**config.mk**
```make
export PLATFORM = sky130hd
export DESIGN_NAME = serial_ctrl_reg
export DESIGN_NICKNAME = d
export VERILOG_FILES = /design/src/rtl/scw_pkg.sv /design/src/rtl/scw_sync.sv /design/src/rtl/scw_framer.sv /design/src/rtl/scw_seq.sv /design/src/rtl/serial_ctrl_reg.sv
export SDC_FILE = /design/constraint.sdc
export NUM_CORES = 1
export LEC_CHECK = 0
export CORE_AREA = 2 2 67 69
export CTS_BUF_LIST = sky130_fd_sc_hd__clkbuf_4 sky130_fd_sc_hd__clkbuf_8 sky130_fd_sc_hd__clkbuf_16
export CTS_CLUSTER_DIAMETER = 30
export DETAILED_ROUTE_END_ITERATION = 12
export DIE_AREA = 0 0 69 71
export DONT_BUFFER_PORTS = 1
export GPL_TIMING_DRIVEN = 0
export PLACE_DENSITY = 0.82
export SLEW_MARGIN = 10
export SYNTH_ARGS = -nofsm -noshare
export SYNTH_HDL_FRONTEND = slang
export SYNTH_HIERARCHICAL = 1
export SYNTH_SLANG_ARGS = --single-unit
```
**constraint.sdc**
```tcl
create_clock -name clk -period 2.9 [get_ports clk]
set_clock_uncertainty 0.05 [all_clocks]
set_input_delay 0.29 -clock clk [delete_from_list [all_inputs] [get_ports clk]]
set_output_delay 0.29 -clock clk [all_outputs]
set_load 0.005 [all_outputs]
```
**src/rtl/scw_pkg.sv**
```systemverilog
package scw_pkg;
  // Bit positions that the command decoder relies on (bit 0 = first bit shifted in)
  localparam int BIT_DLY_HI  = 5;
  localparam int BIT_DLY_MID = 6;
  localparam int BIT_DLY_LO  = 7;
  localparam int BIT_MUTE    = 8;
  localparam int BIT_RATE    = 9;
  localparam logic [2:0] DLY_MAX = 3'd5;

  typedef enum logic [1:0] {
    ST_BOOT   = 2'd0,
    ST_ARMED  = 2'd1,
    ST_MUTED  = 2'd2,
    ST_ACTIVE = 2'd3
  } seq_st_e;

  typedef struct packed {
    logic [2:0] dly;
    logic       slow;
  } setting_t;
endpackage

```
**src/rtl/scw_sync.sv**
```systemverilog
module scw_sync #(
  parameter int          W       = 3,
  parameter logic [W-1:0] RST_VAL = '1
) (
  input  logic         clk,
  input  logic         rst_n,
  input  logic [W-1:0] d_i,
  output logic [W-1:0] q_o
);
  for (genvar i = 0; i < W; i++) begin : g_bit
    logic s1_q, s2_q;
    always_ff @(posedge clk or negedge rst_n) begin
      if (!rst_n) begin
        s1_q <= RST_VAL[i];
        s2_q <= RST_VAL[i];
      end else begin
        s1_q <= d_i[i];
        s2_q <= s1_q;
      end
    end
    assign q_o[i] = s2_q;
  end
endmodule

```
**src/rtl/scw_framer.sv**
```systemverilog
module scw_framer #(
  parameter int WORD_BITS = 12,
  parameter int MIN_GAP   = 64
) (
  input  logic                 clk,
  input  logic                 rst_n,
  input  logic                 sclk_i,
  input  logic                 sdat_i,
  input  logic                 sen_i,
  output logic                 evt_o,
  output logic                 good_o,
  output logic [WORD_BITS-1:0] word_o
);
  localparam int CNT_W = $clog2(WORD_BITS + 2);
  localparam int GAP_W = $clog2(MIN_GAP + 1);
  localparam logic [CNT_W-1:0] CNT_FULL = CNT_W'(WORD_BITS + 1);
  localparam logic [CNT_W-1:0] CNT_WORD = CNT_W'(WORD_BITS);
  localparam logic [GAP_W-1:0] GAP_SAT  = GAP_W'(MIN_GAP);

  logic                 sclk_q, sen_q;
  logic [WORD_BITS-1:0] sr_q, sr_d;
  logic [CNT_W-1:0]     cnt_q, cnt_d;
  logic [GAP_W-1:0]     gap_q, gap_d;
  logic                 sclk_rise, sen_rise, sen_fall, sh_en;

  assign sclk_rise = sclk_i & ~sclk_q;
  assign sen_rise  = sen_i & ~sen_q;
  assign sen_fall  = ~sen_i & sen_q;
  assign sh_en     = sclk_rise & ~sen_i & ~sen_fall;

  always_comb begin
    sr_d  = {sdat_i, sr_q[WORD_BITS-1:1]};
    cnt_d = cnt_q;
    if (sen_fall) begin
      cnt_d = '0;
    end else if (sh_en && (cnt_q != CNT_FULL)) begin
      cnt_d = cnt_q + 1'b1;
    end
    gap_d = gap_q;
    if (sen_rise) begin
      gap_d = '0;
    end else if (gap_q != GAP_SAT) begin
      gap_d = gap_q + 1'b1;
    end
  end

  always_ff @(posedge clk or negedge rst_n) begin
    if (!rst_n) begin
      sclk_q <= 1'b1;
      sen_q  <= 1'b1;
      cnt_q  <= '0;
      gap_q  <= GAP_SAT;
    end else begin
      sclk_q <= sclk_i;
      sen_q  <= sen_i;
      cnt_q  <= cnt_d;
      gap_q  <= gap_d;
    end
  end

  always_ff @(posedge clk or negedge rst_n) begin
    if (!rst_n) begin
      sr_q <= '0;
    end else if (sh_en) begin
      sr_q <= sr_d;
    end
  end

  assign evt_o  = sen_rise;
  assign good_o = sen_rise & (cnt_q == CNT_WORD) & (gap_q == GAP_SAT);
  assign word_o = sr_q;

  // the edge counter saturates one past a full word
  a_r3_cnt_bound: assert property (@(posedge clk) disable iff (!rst_n)
    cnt_q <= CNT_FULL);

  // nothing is shifted while enable rests high
  a_r2_idle_hold: assert property (@(posedge clk) disable iff (!rst_n)
    sen_i |=> $stable(sr_q));
endmodule

```
**src/rtl/scw_seq.sv**
```systemverilog
module scw_seq
  import scw_pkg::*;
#(
  parameter int WORD_BITS = 12
) (
  input  logic                 clk,
  input  logic                 rst_n,
  input  logic                 evt_i,
  input  logic                 good_i,
  input  logic [WORD_BITS-1:0] word_i,
  output logic [2:0]           dly_o,
  output logic                 slow_o,
  output logic                 mute_o,
  output logic                 init_o,
  output logic                 ferr_o,
  output logic                 cerr_o
);
  seq_st_e  st_q, st_d;
  setting_t cur_q, cur_d, pend_q, pend_d, w_set;
  logic     init_q, init_d, ferr_q, ferr_d, cerr_q, cerr_d;
  logic     w_unmute, w_legal, rej;

  assign w_set.dly  = {word_i[BIT_DLY_HI], word_i[BIT_DLY_MID], word_i[BIT_DLY_LO]};
  assign w_set.slow = word_i[BIT_RATE];
  assign w_unmute   = word_i[BIT_MUTE];
  assign w_legal    = (w_set.dly <= DLY_MAX);

  always_comb begin
    st_d   = st_q;
    cur_d  = cur_q;
    pend_d = pend_q;
    ferr_d = ferr_q;
    cerr_d = cerr_q;
    init_d = 1'b0;
    rej    = 1'b0;
    if (evt_i) begin
      ferr_d = ~good_i;
      if (good_i) begin
        if (!w_legal) begin
          rej = 1'b1;
        end else begin
          unique case (st_q)
            ST_BOOT: begin
              if (w_unmute) st_d = ST_ARMED;
              else          rej  = 1'b1;
            end
            ST_ARMED: begin
              if (!w_unmute) begin
                st_d   = ST_MUTED;
                cur_d  = w_set;
                pend_d = w_set;
              end
            end
            ST_MUTED: begin
              if (!w_unmute) begin
                pend_d = w_set;
              end else if (w_set == pend_q) begin
                st_d   = ST_ACTIVE;
                cur_d  = w_set;
                init_d = 1'b1;
              end else begin
                rej = 1'b1;
              end
            end
            ST_ACTIVE: begin
              if (!w_unmute) begin
                st_d   = ST_MUTED;
                pend_d = w_set;
              end else if (w_set != cur_q) begin
                rej = 1'b1;
              end
            end
            default: st_d = ST_BOOT;
          endcase
        end
      end
      cerr_d = rej;
    end
  end

  always_ff @(posedge clk or negedge rst_n) begin
    if (!rst_n) begin
      st_q   <= ST_BOOT;
      cur_q  <= '0;
      pend_q <= '0;
      init_q <= 1'b0;
      ferr_q <= 1'b0;
      cerr_q <= 1'b0;
    end else begin
      st_q   <= st_d;
      cur_q  <= cur_d;
      pend_q <= pend_d;
      init_q <= init_d;
      ferr_q <= ferr_d;
      cerr_q <= cerr_d;
    end
  end

  assign dly_o  = cur_q.dly;
  assign slow_o = cur_q.slow;
  assign mute_o = (st_q != ST_ACTIVE);
  assign init_o = init_q;
  assign ferr_o = ferr_q;
  assign cerr_o = cerr_q;

  // initialisation request is a single-cycle pulse
  a_r10_init_pulse: assert property (@(posedge clk) disable iff (!rst_n)
    init_q |=> !init_q);

  // the request comes with mute released
  a_r10_init_unmuted: assert property (@(posedge clk) disable iff (!rst_n)
    init_q |-> !mute_o);

  // only legal delay codes are ever applied
  a_r6_code_legal: assert property (@(posedge clk) disable iff (!rst_n)
    cur_q.dly <= DLY_MAX);

  // applied fields change only after a muted cycle
  a_r13_change_muted: assert property (@(posedge clk) disable iff (!rst_n)
    !$stable(cur_q) |-> $past(mute_o));

  // a discarded frame never also reports a command error
  a_r3_err_exclusive: assert property (@(posedge clk) disable iff (!rst_n)
    ferr_q |-> !cerr_q);
endmodule

```
**src/rtl/serial_ctrl_reg.sv**
```systemverilog
module serial_ctrl_reg #(
  parameter int  WORD_BITS = 12,
  parameter int  MIN_GAP   = 64,
  parameter int  STEP_MS   = 10,
  localparam int DMS_W     = $clog2(12 * STEP_MS + 1)
) (
  input  logic             clk,
  input  logic             rst_n,
  input  logic             ser_clk_i,
  input  logic             ser_dat_i,
  input  logic             ser_en_i,
  output logic [2:0]       delay_code_o,
  output logic [DMS_W-1:0] delay_ms_o,
  output logic             slow_rate_o,
  output logic             sys_mute_o,
  output logic             mem_init_o,
  output logic             frame_err_o,
  output logic             cmd_err_o
);
  logic                 rst_s1_q, rst_s2_q;
  logic [2:0]           ln_s;
  logic                 evt, good;
  logic [WORD_BITS-1:0] word;
  logic [DMS_W-1:0]     base_ms;

  // asynchronous assertion, synchronous release
  always_ff @(posedge clk or negedge rst_n) begin
    if (!rst_n) begin
      rst_s1_q <= 1'b0;
      rst_s2_q <= 1'b0;
    end else begin
      rst_s1_q <= 1'b1;
      rst_s2_q <= rst_s1_q;
    end
  end

  scw_sync #(.W(3), .RST_VAL(3'b111)) u_sync (
    .clk   (clk),
    .rst_n (rst_s2_q),
    .d_i   ({ser_en_i, ser_dat_i, ser_clk_i}),
    .q_o   (ln_s)
  );

  scw_framer #(.WORD_BITS(WORD_BITS), .MIN_GAP(MIN_GAP)) u_framer (
    .clk    (clk),
    .rst_n  (rst_s2_q),
    .sclk_i (ln_s[0]),
    .sdat_i (ln_s[1]),
    .sen_i  (ln_s[2]),
    .evt_o  (evt),
    .good_o (good),
    .word_o (word)
  );

  scw_seq #(.WORD_BITS(WORD_BITS)) u_seq (
    .clk    (clk),
    .rst_n  (rst_s2_q),
    .evt_i  (evt),
    .good_i (good),
    .word_i (word),
    .dly_o  (delay_code_o),
    .slow_o (slow_rate_o),
    .mute_o (sys_mute_o),
    .init_o (mem_init_o),
    .ferr_o (frame_err_o),
    .cerr_o (cmd_err_o)
  );

  always_comb begin
    base_ms    = DMS_W'((int'(delay_code_o) + 1) * STEP_MS);
    delay_ms_o = slow_rate_o ? DMS_W'(base_ms << 1) : base_ms;
  end
endmodule

```
======== Word level (Yosys, flattened, before mapping) ========
Cells that the tools add are included.
word-level totals
  register bits ........................... 46
  bits in latches ......................... 0
  memory bits (writable) .................. 0
  ROM bits ................................ 0
  bits of input ports ..................... 5
  output and inout bits ................... 15
  memories kept ........................... 0
cells by class
  $add $sub $neg .......................... 3
  multiply operators ...................... 1
  div/mod/pow operators ................... 0
  $lt $le $gt $ge ......................... 1
  equality and inequality tests ........... 15
  shift operators ......................... 0
  mux-type cells .......................... 28
  bitwise logic cells ..................... 13
  reductions and logical operators ........ 10
operators by type and width
  kind                                               count
  2-to-1 mux 7 bit                                   3
  2-to-1 mux 4 bit                                   5
  AND reduction 7 bit                                2
  2-to-1 mux 1 bit                                   13
  inequality test 2 bit (second input constant)      5
  2-to-1 mux 2 bit                                   4
  one-hot mux 4 bit (2 select lines)                 1
  adder 7 x 1 -> 7 bit (second input constant)       1
  AND 1 bit                                          7
  equality test 7 bit (second input constant)        1
  inequality test 7 bit (second input constant)      1
  multiplier 4 x 3 -> 6 bit (second input constant)  1
  NOT 1 bit                                          6
  one-hot mux 2 bit (3 select lines)                 1
  nonzero test 2 bit                                 3
  AND reduction 5 bit                                1
  adder 3 x 1 -> 4 bit (second input constant)       1
  adder 4 x 1 -> 4 bit (second input constant)       1
  equality test 2 bit (second input constant)        2
  equality test 4 bit                                1
  equality test 4 bit (second input constant)        1
  inequality test 4 bit                              1
  inequality test 4 bit (second input constant)      1
  <= comparator 3 bit (second input constant)        1
  7 further kinds                                    7

======== Longest topological paths before layout ========
Gate-level depths: netlist (run 1).
  depth after elaboration ................. 7
  depth in mapped cells ................... 9

======== Cells and area by module ========
The synthesis (run 1) kept the hierarchy.
modules (own cells, without submodules)
  module           times used  cells an instance  area each (um^2)
  scw_framer       1           120                1141.1
  scw_seq          1           80                 830.8
  serial_ctrl_reg  1           22                 230.2
  scw_sync         1           9                  180.2

======== Worst setup path before layout (run 1) ========
Ideal clock, no wire load.
  path type ............................... reg-to-reg
  from .................................... reg u_framer.gap_q[0]
  to ...................................... reg u_seq/pend_q[0] (netlist bit)
  library setup time ...................... 125 ps
  arrival time ............................ 2312 ps
  path slack .............................. 413 ps
  cell stages (with the launch flop) ...... 8
  path buffers ............................ 0
  clock period less this slack ............ 2487 ps
  cell sequence ........................... dfrtp_1 > inv_1 > ha_1 > or4b_1 > nor3_1 > nand3_2 > nor3_1 > mux2_2
on the way
  cells in the longest elaborated chain, start to end .. 3
RTL lines
  item                           RTL line               text
  start: declaration             scw_framer.sv:23       logic [GAP_W-1:0] gap_q, gap_d;
  start signal: assignment       scw_framer.sv:57       gap_q <= gap_d;
  equality test 7 bit            scw_framer.sv:70       assign good_o = sen_rise & (cnt_q == CNT_WORD) & (gap_q == GAP_SAT);
  AND 1 bit                      scw_framer.sv:70
  via good                       serial_ctrl_reg.sv:22  logic evt, good;
  AND reduction 5 bit (no line)  --
  end signal: assignment         scw_seq.sv:92          pend_q <= pend_d;
  end: declaration               scw_seq.sv:19          setting_t cur_q, cur_d, pend_q, pend_d, w_set;
The timed path passes the listed nets, and every way through them passes these cells.
A chain may end at the register's enable or synchronous reset.

======== Worst setup path after layout (run 1) ========
  from .................................... reg u_seq.cur_q, in the netlist u_seq/dly_o[0]
  to ...................................... out delay_ms_o[5]
on the way
  cells in the longest elaborated chain, start to end .. 3
RTL lines
  item                       RTL line               text
  start: declaration         scw_seq.sv:19
  start signal: assignment   scw_seq.sv:91          cur_q <= cur_d;
  adder 3 x 1 -> 4 bit       serial_ctrl_reg.sv:70  base_ms = DMS_W'((int'(delay_code_o) + 1) * STEP_MS);
  multiplier 4 x 3 -> 6 bit  serial_ctrl_reg.sv:70
  2-to-1 mux 7 bit           serial_ctrl_reg.sv:71  delay_ms_o = slow_rate_o ? DMS_W'(base_ms << 1) : base_ms;
  end: declaration           serial_ctrl_reg.sv:13  output logic [DMS_W-1:0] delay_ms_o,
No other way between the ends.

==> results.tsv, run 1 <==
stage	metric	value	unit
synthesis	Synth Warn #	6	
drt	DRC violations left	0	
cts	Clock transition at path regs	80	ps
final_layout	final core utilization	0.5777	
drt	Vias/cell	5.612	
placed_design	IO buf count	0	
synthesis	cell area after synthesis	2201	sq um
global_route	number of global-route vias before repair	1536	
placed_design	gpl congestion	0.7984	
final_layout	Area Growth Syn to Fin	10.35	%
final_layout	area occupied by multi-input gates	1039	sq um
sta	Fin. Hold Viols	0	
sta	Final setup viols	0	
floorplan	chip height	71	microns
cts	CTS Sinks	41	
drt	drt total wl	3809	microns
sta	Tmin final	2724	ps
floorplan	IO Count	20	
critical_path	critical path's top delay family	adder cells	
final_layout	antenna cells	0	
critical_path	worst path bufs/invs	0	
drt	Final ANT Viol Nets	0	
floorplan	Die X	69	microns
sta	Least-Margin Pin Slew	739.9	ps
cts	worst skew pair latency	300	ps
synthesis	Syn Inst Count	211	
critical_path	Worst EP required	2560	ps
critical_path	maximum fanout along the worst path	9	
cts	TritonCTS buffer count	5	
floorplan	Row Count	24	
critical_path	CP Capture Type	primary output	
status	status	finished clean	
global_route	initial antenna violation count	0	
sta	Slew headroom	0.4998	
cts	H-tree depth	2	
critical_path	crit path kind	reg2out	
synthesis	Post-Syn Nets	226	
global_route	All-Layer GR Usage	0.1760	
synthesis	syn avg cell area	10.43	sq um
worst_hold_path	worst min-delay path class	reg2async	
sta	fmax	367.1	MHz
drt	total number of vias	1549	
cts	Post-CTS Setup Inserts	0	
sta	RSZ-0062 raised after global routing	no	
global_route	largest net degree at the start of global routing	22	
final_layout	FF+latch area	1040	sq um
drt	Wirelength per Cell	13.80	microns
global_route	total global routing overflow	0	
final_layout	share of cells above drive strength 1	0.2188	
drt	DR iter-0 viols	99	
cts	CTS Buffer Depth	2	
final_layout	Post-layout nets	238	
floorplan	core footprint	4204	sq um
final_layout	fill count	366	
drt	TritonRoute pass-1 iters	4	
pwr	pwr dens	502.9	nW/um^2
critical_path	crit-path cells	ha_1 -> ha_1 -> ha_1 -> fa_1 -> mux2_2	
critical_path	startpoint type of the worst setup path	register	
critical_path	CP peak stage delay	490	ps
flow_run	max-cap violation count	0	
floorplan	Total Die Area	4899	sq um
cts	root buffer cell	clkbuf_8	
pwr	Leak	1.070	nW
global_route	global-route wire length before repair	6851	microns
sta	Slew Viols, Final	0	
placed_design	dpl cell area	2295	sq um
critical_path	most frequent CP cell	ha_1	
floorplan	initial core utilization	0.5235	
critical_path	slowest CP cell	dfrtp_2	
cts	CTS tree	yes	
final_layout	post-layout instance area	2429	sq um
critical_path	crit path DAT	2380	ps
pwr	peak supply drop	317.9	uV
placed_design	placed wire-length estimate	2692	microns
sta	setup TNS	0	ps
sta	Tcrit/Tclk final	0.9392	
==> sequential cells by signal (all words and copies together), names as in the netlist, 2 cells and up <==
| name | flops |
|---|---|
| u_seq/dly_o | 3 |
| u_sync/g_bit.s1_q | 3 |
| u_framer/word_o | 7 |
| u_sync/g_bit.s2_q | 3 |
| u_framer/cnt_q | 4 |
| u_framer/gap_q | 7 |
| u_seq/pend_q | 4 |
| u_seq/st_q | 2 |
==> final cells by class <==
cell class / count / area share
Timing Repair Buffer: 5 / 0.02782
Buffer: 15 / 0.04328
Clock buffer: 6 / 0.03143
Inverter: 7 / 0.01082
Multi-Input combinational cell: 148 / 0.4276
Tap cell: 52 / 0.02679
Clock inverter: 2 / 0.004122
Sequential cell: 41 / 0.4281
==> metal layers <==
layer / track usage / wire (microns) / share of wire / vias up
li1: - / - / - / 756
met1: 0.2173 / 1725 / 0.45 / 755
met2: 0.2895 / 1840 / 0.48 / 31
met3: 0.04558 / 167 / 0.044 / 7
met4: 0.08497 / 75 / 0.020 / 0
met5: 0 / 0 / 0 / -
==> what timing repair did <==
action                     in CTS  in global routing
hold endpoints to repair        5                  0
setup endpoints to repair       0                  6
hold buffers                    4                  0
resized for setup               0                  4
==> power by group <==
| part | leakage [nW] | switching (mW) | internal (mW) |
|---|---|---|---|
| Combinational | 0.499 | 0.0944 | 0.0735 |
| Clock | 0.0484 | 0.192 | 0.176 |
| Sequential | 0.522 | 0.0624 | 0.623 |
| Total | 1.07 | 0.348 | 0.873 |
==> cells in the final DEF, fill, tap and decap left out, types with 5 or more instances in the layout <==
cell,instances
a21oi_1,8
clkbuf_8,5
dfrtp_1,30
dfstp_2,9
ha_1,9
inv_1,7
mux2_2,8
nand2_1,32
nand3_1,9
nor2_1,7
o21ai_0,6
or3_1,5
xnor2_1,9
==> metrics by stage <==
stage               power [mW]  cells  hold slack [ps]  setup WS (ps)
floorplan               0.8110    211           -55.59          413.1
global placement        0.8475    263           -55.54          110.2
detailed placement      0.8580    264           -55.54          76.46
CTS                      1.236    276            154.8          48.93
global route             1.298    276            161.6          6.567
finish                   1.221    276            160.2          176.2
==> path summary, 6_finish.rpt <==
path                       cells past startpoint                             end                            from  slack [ps]
min in group clk                               0  u_sync/g_bit[2].s2_q$_DFF_PN1_  u_sync/g_bit[2].s1_q$_DFF_PN1_         310
max in group asynchronous                      1   u_framer/gap_q[6]$_DFFE_PN1P_              rst_s2_q$_DFF_PN0_        2110
setup / recovery                               5                   delay_ms_o[5]      u_seq/dly_o[0]$_DFFE_PN0P_         180
setup reg to reg                               8      u_seq/dly_o[2]$_DFFE_PN0P_   u_framer/gap_q[0]$_DFFE_PN0P_         220
hold / removal                                 0   u_framer/cnt_q[1]$_DFFE_PN0P_              rst_s2_q$_DFF_PN0_         160
hold reg to reg                                0   u_framer/cnt_q[1]$_DFFE_PN0P_              rst_s2_q$_DFF_PN0_         160
Note: power is estimated with default switching activity, not from simulation.
==> run 2: changes to the inputs <==
- MAX_ROUTING_LAYER: default -> met4
==> results.tsv, run 2 (synthesized netlist as in run 1, its figures left out) <==
stage	metric	value	unit
global_route	largest net degree at the start of global routing	22	
drt	DRC violations left	0	
sta	Tmin final	2723	ps
final_layout	FF+latch area	1040	sq um
global_route	total global routing overflow	0	
cts	worst skew pair latency	300	ps
drt	Wirelength per Cell	13.80	microns
cts	root buffer cell	clkbuf_8	
floorplan	IO Count	20	
global_route	met2 usage	0.2895	
sta	setup TNS	0	ps
final_layout	Post-layout nets	238	
drt	total number of vias	1556	
cts	CTS Sinks	41	
placed_design	dpl cell area	2295	sq um
global_route	initial antenna violation count	0	
drt	TritonRoute pass-1 iters	4	
cts	Post-CTS Setup Inserts	0	
critical_path	Worst path depth	5	
cts	TritonCTS buffer count	5	
critical_path	CP Capture Type	primary output	
final_layout	antenna cells	0	
sta	RSZ-0062 raised after global routing	no	
critical_path	r2r startpoint	u_framer/gap_q[0]$_DFFE_PN0P_	
global_route	number of global-route vias before repair	1535	
critical_path	RR Endpoint	u_seq/dly_o[2]$_DFFE_PN0P_	
floorplan	Row Count	24	
critical_path	worst path bufs/invs	0	
final_layout	final core utilization	0.5777	
sta	final worst slack	176.6	ps
floorplan	initial core utilization	0.5235	
placed_design	placed wire-length estimate	2692	microns
critical_path	crit path kind	reg2out	
final_layout	commonest cells after routing, fill and taps aside	nand2_1, dfrtp_1	
final_layout	commonest non-fill, non-tap cell in the layout	nand2_1	
final_layout	post-layout instance area	2429	sq um
pwr	total chip power	1.220	mW
status	status	finished clean	
sta	Slew Viols, Final	0	
flow_run	max-cap violation count	0	
cts	CTS tree	yes	
critical_path	number of cells on the worst reg-to-reg path	8	
cts	CTS Buffer Depth	2	
placed_design	Post-Place Worst Slack	76.46	ps
critical_path	crit path DAT	2380	ps
floorplan	core footprint	4204	sq um
final_layout	area occupied by multi-input gates	1039	sq um
cts	H-tree depth	2	
drt	drt total wl	3809	microns
sta	Least-Margin Pin Slew	741.5	ps
floorplan	Die X	69	microns
critical_path	Worst EP required	2560	ps
critical_path	most frequent CP cell	ha_1	
sta	Tcrit/Tclk final	0.9391	
cts	Clock transition at path regs	80	ps
critical_path	slowest CP cell	dfrtp_2	
final_layout	fill count	366	
global_route	global-route wire length before repair	6858	microns
global_route	met3 Use GR	0.04558	
pwr	Leak	1.070	nW
critical_path	critical path's top delay family	adder cells	
critical_path	startpoint type of the worst setup path	register	
floorplan	chip height	71	microns
global_route	GR met1 Demand/Resource	0.2173	
critical_path	maximum fanout along the worst path	9	
global_route	All-Layer GR Usage	0.1815	
placed_design	gpl congestion	0.8099	
worst_hold_path	worst min-delay path class	reg2async	
placed_design	IO buf count	0	
drt	Final ANT Viol Nets	0	
sta	Fin. Hold Viols	0	
sta	fmax	367.2	MHz
final_layout	Area Growth Syn to Fin	10.35	%
floorplan	Total Die Area	4899	sq um
sta	Slew headroom	0.4987	
critical_path	worst reg-to-reg setup slack	220	ps
global_route	grt peak-use layer	met2	
sta	Final setup viols	0	
pwr	pwr dens	502.2	nW/um^2
drt	Vias/cell	5.638	
final_layout	share of cells above drive strength 1	0.2188	
critical_path	crit-path cells	ha_1 -> ha_1 -> ha_1 -> fa_1 -> mux2_2	
critical_path	CP peak stage delay	490	ps
pwr	peak supply drop	317.7	uV
drt	DR iter-0 viols	108	
run 2: per-stage QoR:
| stage | hold slack (ps) | cells |
|---|---|---|
| global placement | -55.54 | 263 |
| finish | 160.3 | 276 |
| CTS | 154.8 | 276 |
| global route | 161.6 | 276 |
| detailed placement | -55.54 | 264 |
| floorplan | -55.59 | 211 |
run 2: cell type report:
type / instances / share of cell area
inverter: 7 / 0.01082
clock buffer: 6 / 0.03143
multi-input combinational: 148 / 0.4276
sequential: 41 / 0.4281
tap: 52 / 0.02679
timing repair buffer: 5 / 0.02782
clock inverter: 2 / 0.004122
buffer: 15 / 0.04328
run 2: worst reg2reg max path, delay by kind of cell (launching register included):
family | cells | cell delay, ps
AO/OA/AOI/OAI | 1 | 110
adder cells (fa/ha/maj) | 1 | 130
buffers and inverters | 2 | 270
flip-flops | 1 | 440
AND/OR/NAND/NOR | 4 | 1600
run 2: power by group:
part	total (mW)	switching [mW]	internal, mW
clock	0.367	0.191	0.176
combinational	0.167	0.0931	0.0736
sequential	0.686	0.0622	0.623
run 2: worst max path at each step:
stage                                               from                          end  slack, ps
after floorplan            u_framer/gap_q[0]$_DFFE_PN0P_  u_seq/pend_q[0]$_DFFE_PN0P_        410
after global placement    u_sync/g_bit[2].s2_q$_DFF_PN1_  u_seq/pend_q[1]$_DFFE_PN0P_        110
after detailed placement  u_sync/g_bit[2].s2_q$_DFF_PN1_  u_seq/pend_q[1]$_DFFE_PN0P_         80
after CTS                 u_sync/g_bit[2].s2_q$_DFF_PN1_  u_seq/pend_q[1]$_DFFE_PN0P_         50
after global routing       u_framer/gap_q[0]$_DFFE_PN0P_   u_seq/dly_o[2]$_DFFE_PN0P_          7
final                         u_seq/dly_o[0]$_DFFE_PN0P_                delay_ms_o[5]        180
run 2: what timing repair did:
item	4_1_cts	5_1_grt
endpoints found under the hold margin	5	0
gates resized for setup	0	4
hold buffers	4	0
setup endpoints to repair	0	6
run 2: layer usage:
layer,vias to the layer above,wire (microns)
met4,0,76
met1,751,1707
met5,-,0
li1,758,-
met3,7,183
met2,40,1841
